## src/rtl/pathmon_pkg.sv

```systemverilog
package pathmon_pkg;

  localparam int LABEL_W = 8;
  localparam logic [LABEL_W-1:0] UNEQ_CODE  = 8'h00;
  localparam logic [LABEL_W-1:0] EQUIP_CODE = 8'h01;
  localparam logic [LABEL_W-1:0] PDI_LO     = 8'hE1;
  localparam logic [LABEL_W-1:0] PDI_HI     = 8'hFC;

  // Strobes from control to datapath
  typedef struct packed {
    logic frame;     // count this frame
    logic clearCnt;  // restart all persistence counts
    logic rawMis;    // received label mismatches expected
    logic rawUneq;   // received label is unequipped
    logic rawPdi;    // received label is a payload-defect code
    logic rdiBit;    // remote defect bit of the status byte
  } monStrobe_t;

  function automatic logic labelMismatch(input logic [LABEL_W-1:0] lbl,
                                         input logic [LABEL_W-1:0] expd);
    logic isMatch;
    isMatch = (lbl == expd) || ((lbl == EQUIP_CODE) && (expd != UNEQ_CODE));
    return !isMatch;
  endfunction

  function automatic logic labelIsPdi(input logic [LABEL_W-1:0] lbl);
    return (lbl >= PDI_LO) && (lbl <= PDI_HI);
  endfunction

endpackage

```

## src/rtl/pathmon_ctrl.sv

```systemverilog
module pathmon_ctrl
  import pathmon_pkg::*;
#(
  parameter int STAT_W  = 8,
  parameter int RDI_BIT = 3
) (
  input  logic               clk,
  input  logic               rstN,
  input  logic               frameStb,
  input  logic [LABEL_W-1:0] rxLabel,
  input  logic [STAT_W-1:0]  rxStatus,
  input  logic [LABEL_W-1:0] expLabel,
  input  logic               persistSel,
  input  logic               rdiSel,
  input  logic               algoSel,
  output monStrobe_t         strobes
);

  logic [2:0] cfgNow, cfgPrev;
  logic       cfgChanged;

  assign cfgNow     = {persistSel, rdiSel, algoSel};
  assign cfgChanged = (cfgNow != cfgPrev);

  always_ff @(posedge clk) begin
    if (!rstN) cfgPrev <= '0;
    else       cfgPrev <= cfgNow;
  end

  always_comb begin
    strobes.clearCnt = cfgChanged;
    strobes.frame    = frameStb && !cfgChanged;  // frame during a reconfig is dropped
    strobes.rawMis   = labelMismatch(rxLabel, expLabel);
    strobes.rawUneq  = (rxLabel == UNEQ_CODE);
    strobes.rawPdi   = labelIsPdi(rxLabel);
    strobes.rdiBit   = rxStatus[RDI_BIT];
  end

endmodule

```

## src/rtl/pathmon_persist.sv

```systemverilog
module pathmon_persist #(
  parameter int CNT_W = 4
) (
  input  logic             clk,
  input  logic             rstN,
  input  logic             clr,
  input  logic             stb,
  input  logic             disagree,
  input  logic [CNT_W-1:0] thresh,
  output logic             flip
);

  logic [CNT_W-1:0] runCnt;
  logic [CNT_W-1:0] runInc;

  assign runInc = runCnt + 1'b1;
  assign flip   = !clr && stb && disagree && (runInc >= thresh);

  always_ff @(posedge clk) begin
    if (!rstN || clr) begin
      runCnt <= '0;
    end else if (stb) begin
      if (!disagree || flip) runCnt <= '0;
      else                   runCnt <= runInc;
    end
  end

endmodule

```

## src/rtl/pathmon_datapath.sv

```systemverilog
module pathmon_datapath
  import pathmon_pkg::*;
#(
  parameter int SHORT_N   = 3,
  parameter int LONG_N    = 5,
  parameter int RDI_SHORT = 5,
  parameter int RDI_LONG  = 10,
  parameter int NUM_DEF   = 4
) (
  input  logic               clk,
  input  logic               rstN,
  input  monStrobe_t         strobes,
  input  logic [LABEL_W-1:0] rxLabel,
  input  logic [LABEL_W-1:0] expLabel,
  input  logic               persistSel,
  input  logic               rdiSel,
  input  logic               algoSel,
  output logic [LABEL_W-1:0] acceptedLabel,
  output logic [NUM_DEF-1:0] defStatus,
  output logic [NUM_DEF-1:0] defChg
);

  localparam int MAX_N = (RDI_LONG > LONG_N) ? RDI_LONG : LONG_N;
  localparam int CNT_W = $clog2(MAX_N + 1);
  localparam int RDI_IDX = NUM_DEF - 1;

  logic [CNT_W-1:0] labN, rdiN;
  assign labN = persistSel ? CNT_W'(LONG_N)   : CNT_W'(SHORT_N);
  assign rdiN = rdiSel     ? CNT_W'(RDI_LONG) : CNT_W'(RDI_SHORT);

  // Accepted label filter
  logic [LABEL_W-1:0] candLabel, accLabel;
  logic [CNT_W-1:0]   accCnt;

  always_ff @(posedge clk) begin
    if (!rstN) begin
      candLabel <= '0;
      accLabel  <= '0;
      accCnt    <= '0;
    end else if (strobes.clearCnt) begin
      accCnt <= '0;
    end else if (strobes.frame) begin
      if (rxLabel == candLabel) begin
        if (accCnt < labN) begin
          accCnt <= accCnt + 1'b1;
          if (accCnt + 1'b1 == labN) accLabel <= rxLabel;
        end
      end else begin
        candLabel <= rxLabel;
        accCnt    <= CNT_W'(1);
      end
    end
  end

  assign acceptedLabel = accLabel;

  // Index 0 mismatch, 1 unequipped, 2 payload defect, 3 remote defect
  logic [NUM_DEF-1:0] rawCond, useFilter, directVal, flip, statusQ, statusD;

  assign rawCond   = {strobes.rdiBit, strobes.rawPdi, strobes.rawUneq, strobes.rawMis};
  assign useFilter = {1'b1, !algoSel, 1'b1, !algoSel};
  assign directVal = {1'b0, labelIsPdi(accLabel), 1'b0, labelMismatch(accLabel, expLabel)};

  for (genvar i = 0; i < NUM_DEF; i++) begin : g_def
    logic [CNT_W-1:0] thr;
    if (i == RDI_IDX) begin : g_rdi
      assign thr = rdiN;
    end else begin : g_lab
      assign thr = labN;
    end

    pathmon_persist #(.CNT_W(CNT_W)) u_persist (
      .clk      (clk),
      .rstN     (rstN),
      .clr      (strobes.clearCnt || !useFilter[i]),
      .stb      (strobes.frame && useFilter[i]),
      .disagree (rawCond[i] ^ statusQ[i]),
      .thresh   (thr),
      .flip     (flip[i])
    );

    assign statusD[i] = useFilter[i] ? (statusQ[i] ^ flip[i]) : directVal[i];
  end

  always_ff @(posedge clk) begin
    if (!rstN) begin
      statusQ <= '0;
      defChg  <= '0;
    end else begin
      statusQ <= statusD;
      defChg  <= statusD ^ statusQ;
    end
  end

  assign defStatus = statusQ;

endmodule

```

## src/rtl/pathLabelMonitor.sv

```systemverilog
module pathLabelMonitor
  import pathmon_pkg::*;
#(
  parameter int SHORT_N   = 3,
  parameter int LONG_N    = 5,
  parameter int RDI_SHORT = 5,
  parameter int RDI_LONG  = 10,
  parameter int STAT_W    = 8,
  parameter int RDI_BIT   = 3
) (
  input  logic              clk,
  input  logic              rstN,
  input  logic              frameStb,
  input  logic [7:0]        rxLabel,
  input  logic [STAT_W-1:0] rxStatus,
  input  logic [7:0]        expLabel,
  input  logic              persistSel,
  input  logic              rdiSel,
  input  logic              algoSel,
  output logic [7:0]        acceptedLabel,
  output logic              plmStatus,
  output logic              uneqStatus,
  output logic              pdiStatus,
  output logic              rdiStatus,
  output logic              plmChg,
  output logic              uneqChg,
  output logic              pdiChg,
  output logic              rdiChg
);

  localparam int NUM_DEF = 4;

  monStrobe_t         strobes;
  logic [NUM_DEF-1:0] defStatus, defChg;

  pathmon_ctrl #(.STAT_W(STAT_W), .RDI_BIT(RDI_BIT)) u_ctrl (
    .clk        (clk),
    .rstN       (rstN),
    .frameStb   (frameStb),
    .rxLabel    (rxLabel),
    .rxStatus   (rxStatus),
    .expLabel   (expLabel),
    .persistSel (persistSel),
    .rdiSel     (rdiSel),
    .algoSel    (algoSel),
    .strobes    (strobes)
  );

  pathmon_datapath #(
    .SHORT_N   (SHORT_N),
    .LONG_N    (LONG_N),
    .RDI_SHORT (RDI_SHORT),
    .RDI_LONG  (RDI_LONG),
    .NUM_DEF   (NUM_DEF)
  ) u_dp (
    .clk           (clk),
    .rstN          (rstN),
    .strobes       (strobes),
    .rxLabel       (rxLabel),
    .expLabel      (expLabel),
    .persistSel    (persistSel),
    .rdiSel        (rdiSel),
    .algoSel       (algoSel),
    .acceptedLabel (acceptedLabel),
    .defStatus     (defStatus),
    .defChg        (defChg)
  );

  assign {rdiStatus, pdiStatus, uneqStatus, plmStatus} = defStatus;
  assign {rdiChg, pdiChg, uneqChg, plmChg}             = defChg;

endmodule

```

## config.mk

```make
export PLATFORM = sky130hd
export DESIGN_NAME = pathLabelMonitor
export DESIGN_NICKNAME = d
export VERILOG_FILES = /design/src/rtl/pathmon_pkg.sv /design/src/rtl/pathmon_ctrl.sv /design/src/rtl/pathmon_persist.sv /design/src/rtl/pathmon_datapath.sv /design/src/rtl/pathLabelMonitor.sv
export SDC_FILE = /design/constraint.sdc
export NUM_CORES = 1
export LEC_CHECK = 0
export ABC_CLOCK_PERIOD_IN_PS = 6600
export BUFFER_PORTS_ARGS = -buffer_cell sky130_fd_sc_hd__buf_2
export CAP_MARGIN = 10
export CORE_ASPECT_RATIO = 0.6
export CORE_MARGIN = 2
export CORE_UTILIZATION = 32
export DETAILED_ROUTE_END_ITERATION = 16
export HOLD_SLACK_MARGIN = 0.02
export PLACE_DENSITY = 0.56
export SLEW_MARGIN = 10
export SYNTH_ARGS = -nofsm -noshare
export SYNTH_HDL_FRONTEND = slang
export SYNTH_SLANG_ARGS = --single-unit
```

## constraint.sdc

```tcl
create_clock -name clk -period 6.6 [get_ports clk]
set_clock_uncertainty 0.15 [all_clocks]
set_input_delay 0.66 -clock clk [delete_from_list [all_inputs] [get_ports clk]]
set_output_delay 0.66 -clock clk [all_outputs]
set_load 0.05 [all_outputs]
```

==> impl_metrics.ini, run 1 <==
[status]
run_status = complete, no violations

[worst_hold_path]
min-delay-start = u_dp.g_def[1].u_persist.runCnt[3]
hp-class = reg -> reg
hold_depth = 2
min_to = u_dp.g_def[1].u_persist.runCnt[3]

[critical_path]
crit_buf_inv = 3
rrSetupSlack_ns = 3.85
cpMaxStageDelayCell = nor4_4
reg2reg_from = u_dp.accCnt[0]
crit_family = simple AND/OR/NAND/NOR gates
cp_data_arrival_time_ns = 3.08
end_kind = flop
cp-start-kind = input pin
cp_slowest_stage_delay_ns = 0.76
crit_fanout = 8
crit_required_ns = 6.63
rr_worst_depth = 6
r2r-end = u_dp.acceptedLabel[5]
worstSetupPathType = in -> reg
path_cells = buf_2 > inv_1 > ha_1 > a211oi_1 > clkinv_1 > nor4_4 > mux2i_1 > nor2b_1

[grt]
gr-total-overflow = 0
grt_pass1_wl_um = 10400
antenna_found_initial = 0
track_usage_pct = 14.2
grt_max_degree = 30
first_global_vias = 2091

[sta]
fmax_ghz = 0.328
worst_pin_slew_ns = 1.12
tns_ns = 0
period_share_pct = 46.2
slew_headroom_pct = 25.5
drv_slew = 0
rsz0062_at_grt = no
hold_ws_ns = 0.292
hold_viol = 0
setup_viol = 0
period_minus_slack_ns = 3.05

[clock_tree]
post-cts-setup-buffer-count = 0
ctsLongestPathBuffers = 2
cts_hold_buf = 0
cts.clk_slew.worst_paths_ns = 0.06
cts.sinks = 47
cts_tree = built
root_buffer = clkbuf_16
cts_resized = 0
cts.htree.levels = 2
clkLatencyLatePin_ns = 0.29
cts_buffers = 5

[synth]
syn-instance-count = 303
async_flop_share_pct = 0
synthFlopType = dfxtp_1
ys_ff_latch = 47
syn-cell-area_um2 = 2760
synth_cell_types = 45
synth.avg_cell_area_um2 = 9.11
ys_seq_area_share_pct = 34.1
synth_nets = 347
synth_edf_count = 0
synth_warnings = 0

[finish]
multi_input_area_um2 = 1680
layout.nets = 377
mostFrequentLayoutCells = 47 x dfxtp_1, 38 x buf_2, 22 x xor2_1, 21 x nor2_1
antenna_cells = 0
seq_area_um2 = 941
drive_gt1_share_pct = 15.9
layout_commonest_cell = dfxtp_1
nFillCells = 884
syn_to_final_growth_pct = 14.4

[placement]
dp_hpwl_um = 4560
numPortBuffers = 38
place.gp.congestion = 0.850

[route]
first_pass_iters = 4
vias = 2237
wirelength_um = 6110
via_per_inst = 5.03
drc_errors = 0
drt_iter0_drc = 111
ant_nets = 0
wl_per_cell_um = 13.7

[pwr]
p_comb_share_pct = 10.5
ir_worst_vdd_mv = 0.0768
p_seq_share_pct = 45.0
netSwitchingPower_mw = 0.154
power.leakage_nw = 1.26
p_int_mw = 0.489
pwr-share-clk_pct = 44.5
power_density_nw_per_um2 = 204
swShare_pct = 23.9

[floorplan]
placementRows = 26
design.die.area_um2 = 9410
io_pins = 46
core_um2 = 8460
die_y_um = 75.9
die_x_um = 124
start_util_pct = 32.6

[run]
maxCapViolCount = 0
[worst max path at each step]
stage,from,endpoint,slack [ns],depth (start not counted)
floorplan,persistSel,u_dp.acceptedLabel[0],3.87,7
global placement,persistSel,u_dp.acceptedLabel[4],3.29,8
detailed placement,persistSel,u_dp.acceptedLabel[5],3.26,8
CTS,persistSel,u_dp.acceptedLabel[5],3.55,8
global route,persistSel,u_dp.acceptedLabel[5],3.35,8
finish,persistSel,u_dp.acceptedLabel[5],3.55,8
[synth_stat cells, drive strengths merged (2+ instances only)]
cell    number  area, um2
xnor2       19        166
clkbuf       9       43.8
a21boi       3       22.5
a22oi        6       45.0
o2111a       2       22.5
o21ai       10       50.1
nand3       11       55.1
or4b         2       20.0
nor2b       17        106
nor2        21       78.8
nand2       16       62.6
mux2i       19        190
nor3        11       55.1
nor4         7       88.8
xor2        22        193
a31oi        2       12.5
a21oi       10       50.1
ha          13        163
nand3b       4       30.0
a211o        4       35.0
buf          7       60.1
nand2b       2       12.5
inv          8       30.0
a211oi       5       37.5
dfxtp       47        941
and2         5       31.3
nand4        7       43.8
o22ai        4       25.0
[flip-flops by register name, summed over array words and instances, names as in the netlist]
register	cells
u_dp.defChg	4
u_dp.defStatus	4
u_dp.candLabel	8
u_ctrl.cfgPrev	3
u_dp.acceptedLabel	8
u_dp.g_def.u_persist.runCnt	16
u_dp.accCnt	4
[layout make-up]
type / instances / share of cell area (%)
Inverter: 9 / 1.07
Multi-Input combinational cell: 231 / 53.3
Sequential cell: 47 / 29.8
Timing Repair Buffer: 39 / 6.26
Clock inverter: 2 / 1.19
Tap cell: 112 / 4.44
Clock buffer: 5 / 3.96
[tightest hold or removal path, cell delays in order, from the launching register on]
cell     delay, ns
dfxtp_1       0.32
nand2_1       0.05
nor2_1        0.03
[per-stage QoR]
step / area, um2 / utilization, % / worst slack, ns / instances / total power [mW]
finish: 3160 / 37.3 / 3.55 / 445 / 0.643
global route: 3160 / 37.3 / 3.35 / 445 / 0.669
CTS: 3160 / 37.3 / 3.55 / 445 / 0.652
detailed placement: 2990 / 35.4 / 3.26 / 438 / 0.363
global placement: 2990 / 35.4 / 3.29 / 438 / 0.362
floorplan: 2760 / - / 3.87 / 303 / 0.346
[per-layer routing]
| metal | global-route usage (%) | vias to the layer above | share of wire, % |
|---|---|---|---|
| li1 | - | 1127 | - |
| met1 | 22.8 | 1049 | 56 |
| met2 | 18.1 | 56 | 37 |
| met3 | 4.07 | 5 | 6.1 |
| met4 | 3.03 | 0 | 0.57 |
| met5 | 0 | - | 0 |
[logic make-up (layout without fill, tap and decap cells)]
family | Yosys count | after routing | share of synthesized area (%)
compound gates | 50 | 50 | 12.2
buf+inv | 25 | 55 | 4.99
simple gates | 107 | 107 | 22.2
fa+ha+maj | 14 | 14 | 6.62
flops | 47 | 47 | 34.1
mux | 19 | 19 | 6.89
xor+xnor | 41 | 41 | 13.0
[power by group through the flow]
stage / Combinational, mW / Sequential (mW) / Clock [mW]
detailed placement: 0.0672 / 0.296 / 0
finish: 0.0674 / 0.289 / 0.286
global placement: 0.0666 / 0.296 / 0
floorplan: 0.0467 / 0.299 / 0
global route: 0.0745 / 0.290 / 0.305
CTS: 0.0675 / 0.289 / 0.295
Note: power is estimated with default switching activity, not from simulation.
==> run 2: changes to the inputs <==
- ABC_CLOCK_PERIOD_IN_PS: 6600 -> 2640
- PLACE_DENSITY: 0.56 -> 0.58
- clock period: 6.6 -> 2.64 ns (I/O delays scaled with it)
==> run 2 against run 1 <==
- final cell count up 2.2%
- combinational power grew to 2.6 times the previous value
- hold slack worse by 0.19 ns
- routed wire length up 2.7%
- global-route usage rose by 0.24 points
- core utilization is 0.87 points higher
- critical endpoint unchanged
- largest cell class unchanged
- highest routed layer unchanged
==> impl_metrics.ini, run 2 (synthesis results as in run 1) <==
[sta]
tns_ns = 0
drv_slew = 0
fmax_ghz = 0.416
slew_headroom_pct = 65.1
worst_pin_slew_ns = 0.519
fin_ws_ns = 0.236
rsz0062_at_grt = no
period_minus_slack_ns = 2.40
setup_viol = 0
period_share_pct = 91.1
hold_viol = 0

[grt]
gr-total-overflow = 0
grt_max_degree = 29
first_global_vias = 2148
track_usage_pct = 14.4
grt_pass1_wl_um = 10600
antenna_found_initial = 0

[pwr]
p_seq_share_pct = 45.9
p_int_mw = 1.19
swShare_pct = 24.4
pwr-share-clk_pct = 42.9
power_density_nw_per_um2 = 488
p_comb_share_pct = 11.2
netSwitchingPower_mw = 0.384
ir_worst_vdd_mv = 0.205
power.leakage_nw = 1.31

[finish]
antenna_cells = 0
layout_commonest_cell = dfxtp_1
drive_gt1_share_pct = 18.1
syn_to_final_growth_pct = 17.0
layout.nets = 386
seq_area_um2 = 941
largest_reg_flops = 16
nFillCells = 877
multi_input_area_um2 = 1680
mostFrequentLayoutCells = 47 x dfxtp_1, 38 x buf_2, 22 x xor2_1, 21 x nor2_1
largest_register = u_dp.g_def.u_persist.runCnt

[placement]
dp_hpwl_um = 4800
place.gp.congestion = 0.854
place_ws_ns = 0.178
numPortBuffers = 38

[clock_tree]
cts_tree = built
cts.clk_slew.worst_paths_ns = 0.06
clkLatencyLatePin_ns = 0.29
cts_hold_buf = 0
cts_buffers = 5
post-cts-setup-buffer-count = 0
root_buffer = clkbuf_16
cts.sinks = 47
cts.htree.levels = 2
cts_resized = 0
ctsLongestPathBuffers = 2

[critical_path]
crit_buf_inv = 2
cp_slowest_stage_delay_ns = 0.42
reg2reg_from = u_dp.accCnt[0]
crit_required_ns = 2.68
cpMaxStageDelayCell = fa_1
cp-start-kind = flop
rrSetupSlack_ns = 0.24
cp_data_arrival_time_ns = 2.44
crit_family = adder cells
cp-startpoint = u_dp.accCnt[0]
path_cells = fa_1 > a211oi_1 > clkinv_1 > nor4_4 > buf_12 > mux2i_1 > nor2b_1
end_kind = flop
crit_fanout = 8
worstSetupPathType = reg -> reg

[floorplan]
io_pins = 46
core_um2 = 8460
die_y_um = 75.9
design.die.area_um2 = 9410
placementRows = 26
die_x_um = 124
start_util_pct = 32.6

[route]
wl_per_cell_um = 13.8
first_pass_iters = 4
via_per_inst = 4.93
vias = 2244
ant_nets = 0
wirelength_um = 6270
drc_errors = 0
drt_iter0_drc = 108

[run]
maxCapViolCount = 0

[worst_hold_path]
min-delay-start = rdiSel
hp-class = in -> reg

[status]
run_status = complete, no violations
-- run 2: cell count changes in the layout (fill, tap and decap cells not counted) --
cell | previous run | this run
buf_12 | 0 | 1
buf_4 | 1 | 9
bufinv_16 | 1 | 0
clkbuf_1 | 0 | 1
clkbuf_8 | 0 | 2
clkinvlp_4 | 1 | 0
-- run 2: worst paths after layout --
kind | depth (start not counted) | to
min reg2reg | 2 | u_dp.g_def[1].u_persist.runCnt[3]
min | 2 | u_ctrl.cfgPrev[1]
max reg2reg | 7 | u_dp.acceptedLabel[5]
max | 7 | u_dp.acceptedLabel[5]
-- run 2: power groups by stage --
stage | Combinational [mW] | Sequential (mW) | Clock, mW
3_5_place_dp | 0.178 | 0.740 | 0
4_1_cts | 0.178 | 0.723 | 0.701
5_1_grt | 0.195 | 0.724 | 0.735
6_report | 0.177 | 0.723 | 0.675
2_1_floorplan | 0.117 | 0.748 | 0
3_3_place_gp | 0.175 | 0.739 | 0
-- run 2: per-layer routing --
metal	vias to the layer above	GRT usage (%)	wire, um
met5	-	0	0
met4	0	4.27	77
met3	8	3.77	357
met2	40	19.3	2430
met1	1044	22.2	3400
li1	1152	-	-
-- run 2: area by class of cell --
class                      instances  share of cell area (%)
multi-input combinational        231                    52.1
sequential                        47                    29.1
timing repair buffer              48                    8.60
clock buffer                       8                    4.84
tap                              112                    4.34
inverter                           9                    1.05
-- run 2: stage by stage --
| stage | cell area [um2] | std cells | util [%] | hold WS (ns) | power, mW |
|---|---|---|---|---|---|
| floorplan | 2760 | 303 | - | 0.236 | 0.865 |
| global placement | 3070 | 447 | 36.3 | 0.287 | 0.915 |
| detailed placement | 3070 | 447 | 36.3 | 0.290 | 0.917 |
| CTS | 3230 | 455 | 38.2 | 0.0955 | 1.60 |
| global route | 3230 | 455 | 38.2 | 0.0986 | 1.65 |
| finish | 3230 | 455 | 38.2 | 0.101 | 1.58 |
==> run 3: changes to the inputs <==
- CORE_UTILIZATION: 32 -> 51
- PLACE_DENSITY: 0.58 -> 0.82
==> run 3 against run 2 <==
- combinational power is essentially flat
- first-iteration DRC count shrank 6.5%
- clock power decreased by 7.0%
- sequential power about the same
- non-clock buffer count shrank 1
- die area decreased by 36%
- global-route usage increased by 7.2 points
- sequential cell count is the same
- maximum frequency down 1.2%
- critical path type unchanged
- critical endpoint is now u_dp.acceptedLabel[6]
- largest cell class unchanged
==> impl_metrics.ini, run 3 (synthesis results as in run 1) <==
[route]
drc_errors = 0
via_per_inst = 5.61
drt_iter0_drc = 101
ant_nets = 0
first_pass_iters = 4
wirelength_um = 6090
vias = 2289
wl_per_cell_um = 14.9

[grt]
grt_max_degree = 29
first_global_vias = 2177
grt_pass1_wl_um = 10300
gr-total-overflow = 0
track_usage_pct = 21.6
antenna_found_initial = 0

[run]
maxCapViolCount = 0

[clock_tree]
ctsLongestPathBuffers = 2
cts.htree.levels = 2
cts_buffers = 5
cts.clk_slew.worst_paths_ns = 0.09
post-cts-setup-buffer-count = 0
cts.sinks = 47
cts_resized = 0
clkLatencyLatePin_ns = 0.30
root_buffer = clkbuf_8
cts_hold_buf = 0
cts_tree = built

[floorplan]
placementRows = 20
core_um2 = 5130
die_y_um = 61.0
io_pins = 46
die_x_um = 99.0
design.die.area_um2 = 6040
start_util_pct = 53.8

[sta]
setup_viol = 0
slew_headroom_pct = 67.9
worst_pin_slew_ns = 0.478
drv_slew = 0
period_share_pct = 92.2
period_minus_slack_ns = 2.43
hold_ws_ns = 0.0819
fmax_ghz = 0.411
rsz0062_at_grt = no
fin_ws_ns = 0.207
hold_viol = 0
tns_ns = 0

[critical_path]
cp-startpoint = u_dp.accCnt[0]
reg2reg_from = u_dp.accCnt[0]
crit_required_ns = 2.68
end_kind = flop
cp_data_arrival_time_ns = 2.48
rrSetupSlack_ns = 0.21
crit_fanout = 8
rr_worst_depth = 7
worstSetupPathType = reg -> reg
cp-start-kind = flop
crit_path_end = u_dp.acceptedLabel[6]
r2r-end = u_dp.acceptedLabel[6]

[pwr]
p_seq_share_pct = 47.3
p_total_mw = 1.53
swShare_pct = 23.8
ir_worst_vdd_mv = 0.253
netSwitchingPower_mw = 0.364
power_density_nw_per_um2 = 487
p_int_mw = 1.17
pwr-share-clk_pct = 41.1
p_comb_share_pct = 11.6
power.leakage_nw = 1.29

[finish]
finalNonFillerCells = 408
largest_reg_flops = 16
antenna_cells = 0
syn_to_final_growth_pct = 13.8
largest_register = u_dp.g_def.u_persist.runCnt
layout_commonest_cell = dfxtp_1
mostFrequentLayoutCells = 47 x dfxtp_1, 38 x buf_2, 22 x xor2_1, 21 x nor2_1
drive_gt1_share_pct = 17.8
layout.nets = 385

[placement]
place.gp.congestion = 0.872
dp.cells = 400
numPortBuffers = 38
place_ws_ns = 0.104
dp_hpwl_um = 4650

[worst_hold_path]
min-delay-start = rdiSel
hp-class = in -> reg

[status]
run_status = complete, no violations
-- run 3: worst min path at each step --
stage,cells past startpoint,to,slack [ns]
global placement,2,u_dp.g_def[1].u_persist.runCnt[3],0.28
CTS,2,u_ctrl.cfgPrev[1],0.08
global route,2,u_ctrl.cfgPrev[1],0.1
detailed placement,2,u_dp.g_def[1].u_persist.runCnt[3],0.29
finish,2,u_ctrl.cfgPrev[1],0.08
floorplan,1,u_ctrl.cfgPrev[1],0.24
-- run 3: power by group through the flow --
stage | logic (mW) | registers (mW) | clock network, mW
3_5_place_dp | 0.175 | 0.740 | 0
5_1_grt | 0.194 | 0.725 | 0.667
6_report | 0.177 | 0.723 | 0.628
4_1_cts | 0.176 | 0.723 | 0.641
2_1_floorplan | 0.117 | 0.748 | 0
3_3_place_gp | 0.170 | 0.739 | 0
-- run 3: area by class of cell --
class	instances	area, um2
clock buffer	6	72.6
clock inverter	2	60.1
fill	436	1990
inverter	9	33.8
multi-input combinational	231	1680
sequential	47	941
tap	66	82.6
timing repair buffer	47	270
-- run 3: critical path: stages, from the launching register on --
cell and delay, ns:
dfxtp_1 0.37, fa_1 0.42, a211oi_1 0.36, clkinv_1 0.23, nor4_4 0.37, buf_12 0.18
mux2i_1 0.19, nor2b_1 0.06
-- run 3: routing by layer --
metal / up-vias / share of wire (%) / global-route usage (%)
li1: 1145 / - / -
met1: 1055 / 50 / 30.8
met2: 80 / 41 / 33.8
met3: 9 / 6.7 / 4.38
met4: 0 / 1.4 / 6.07
met5: - / 0 / 0
-- run 3: stage by stage --
step	utilization [%]	area [um2]
final	61.2	3140
after global routing	61.2	3140
after CTS	61.2	3140
after detailed placement	58.7	3010
after global placement	58.7	3010
after floorplan	-	2760
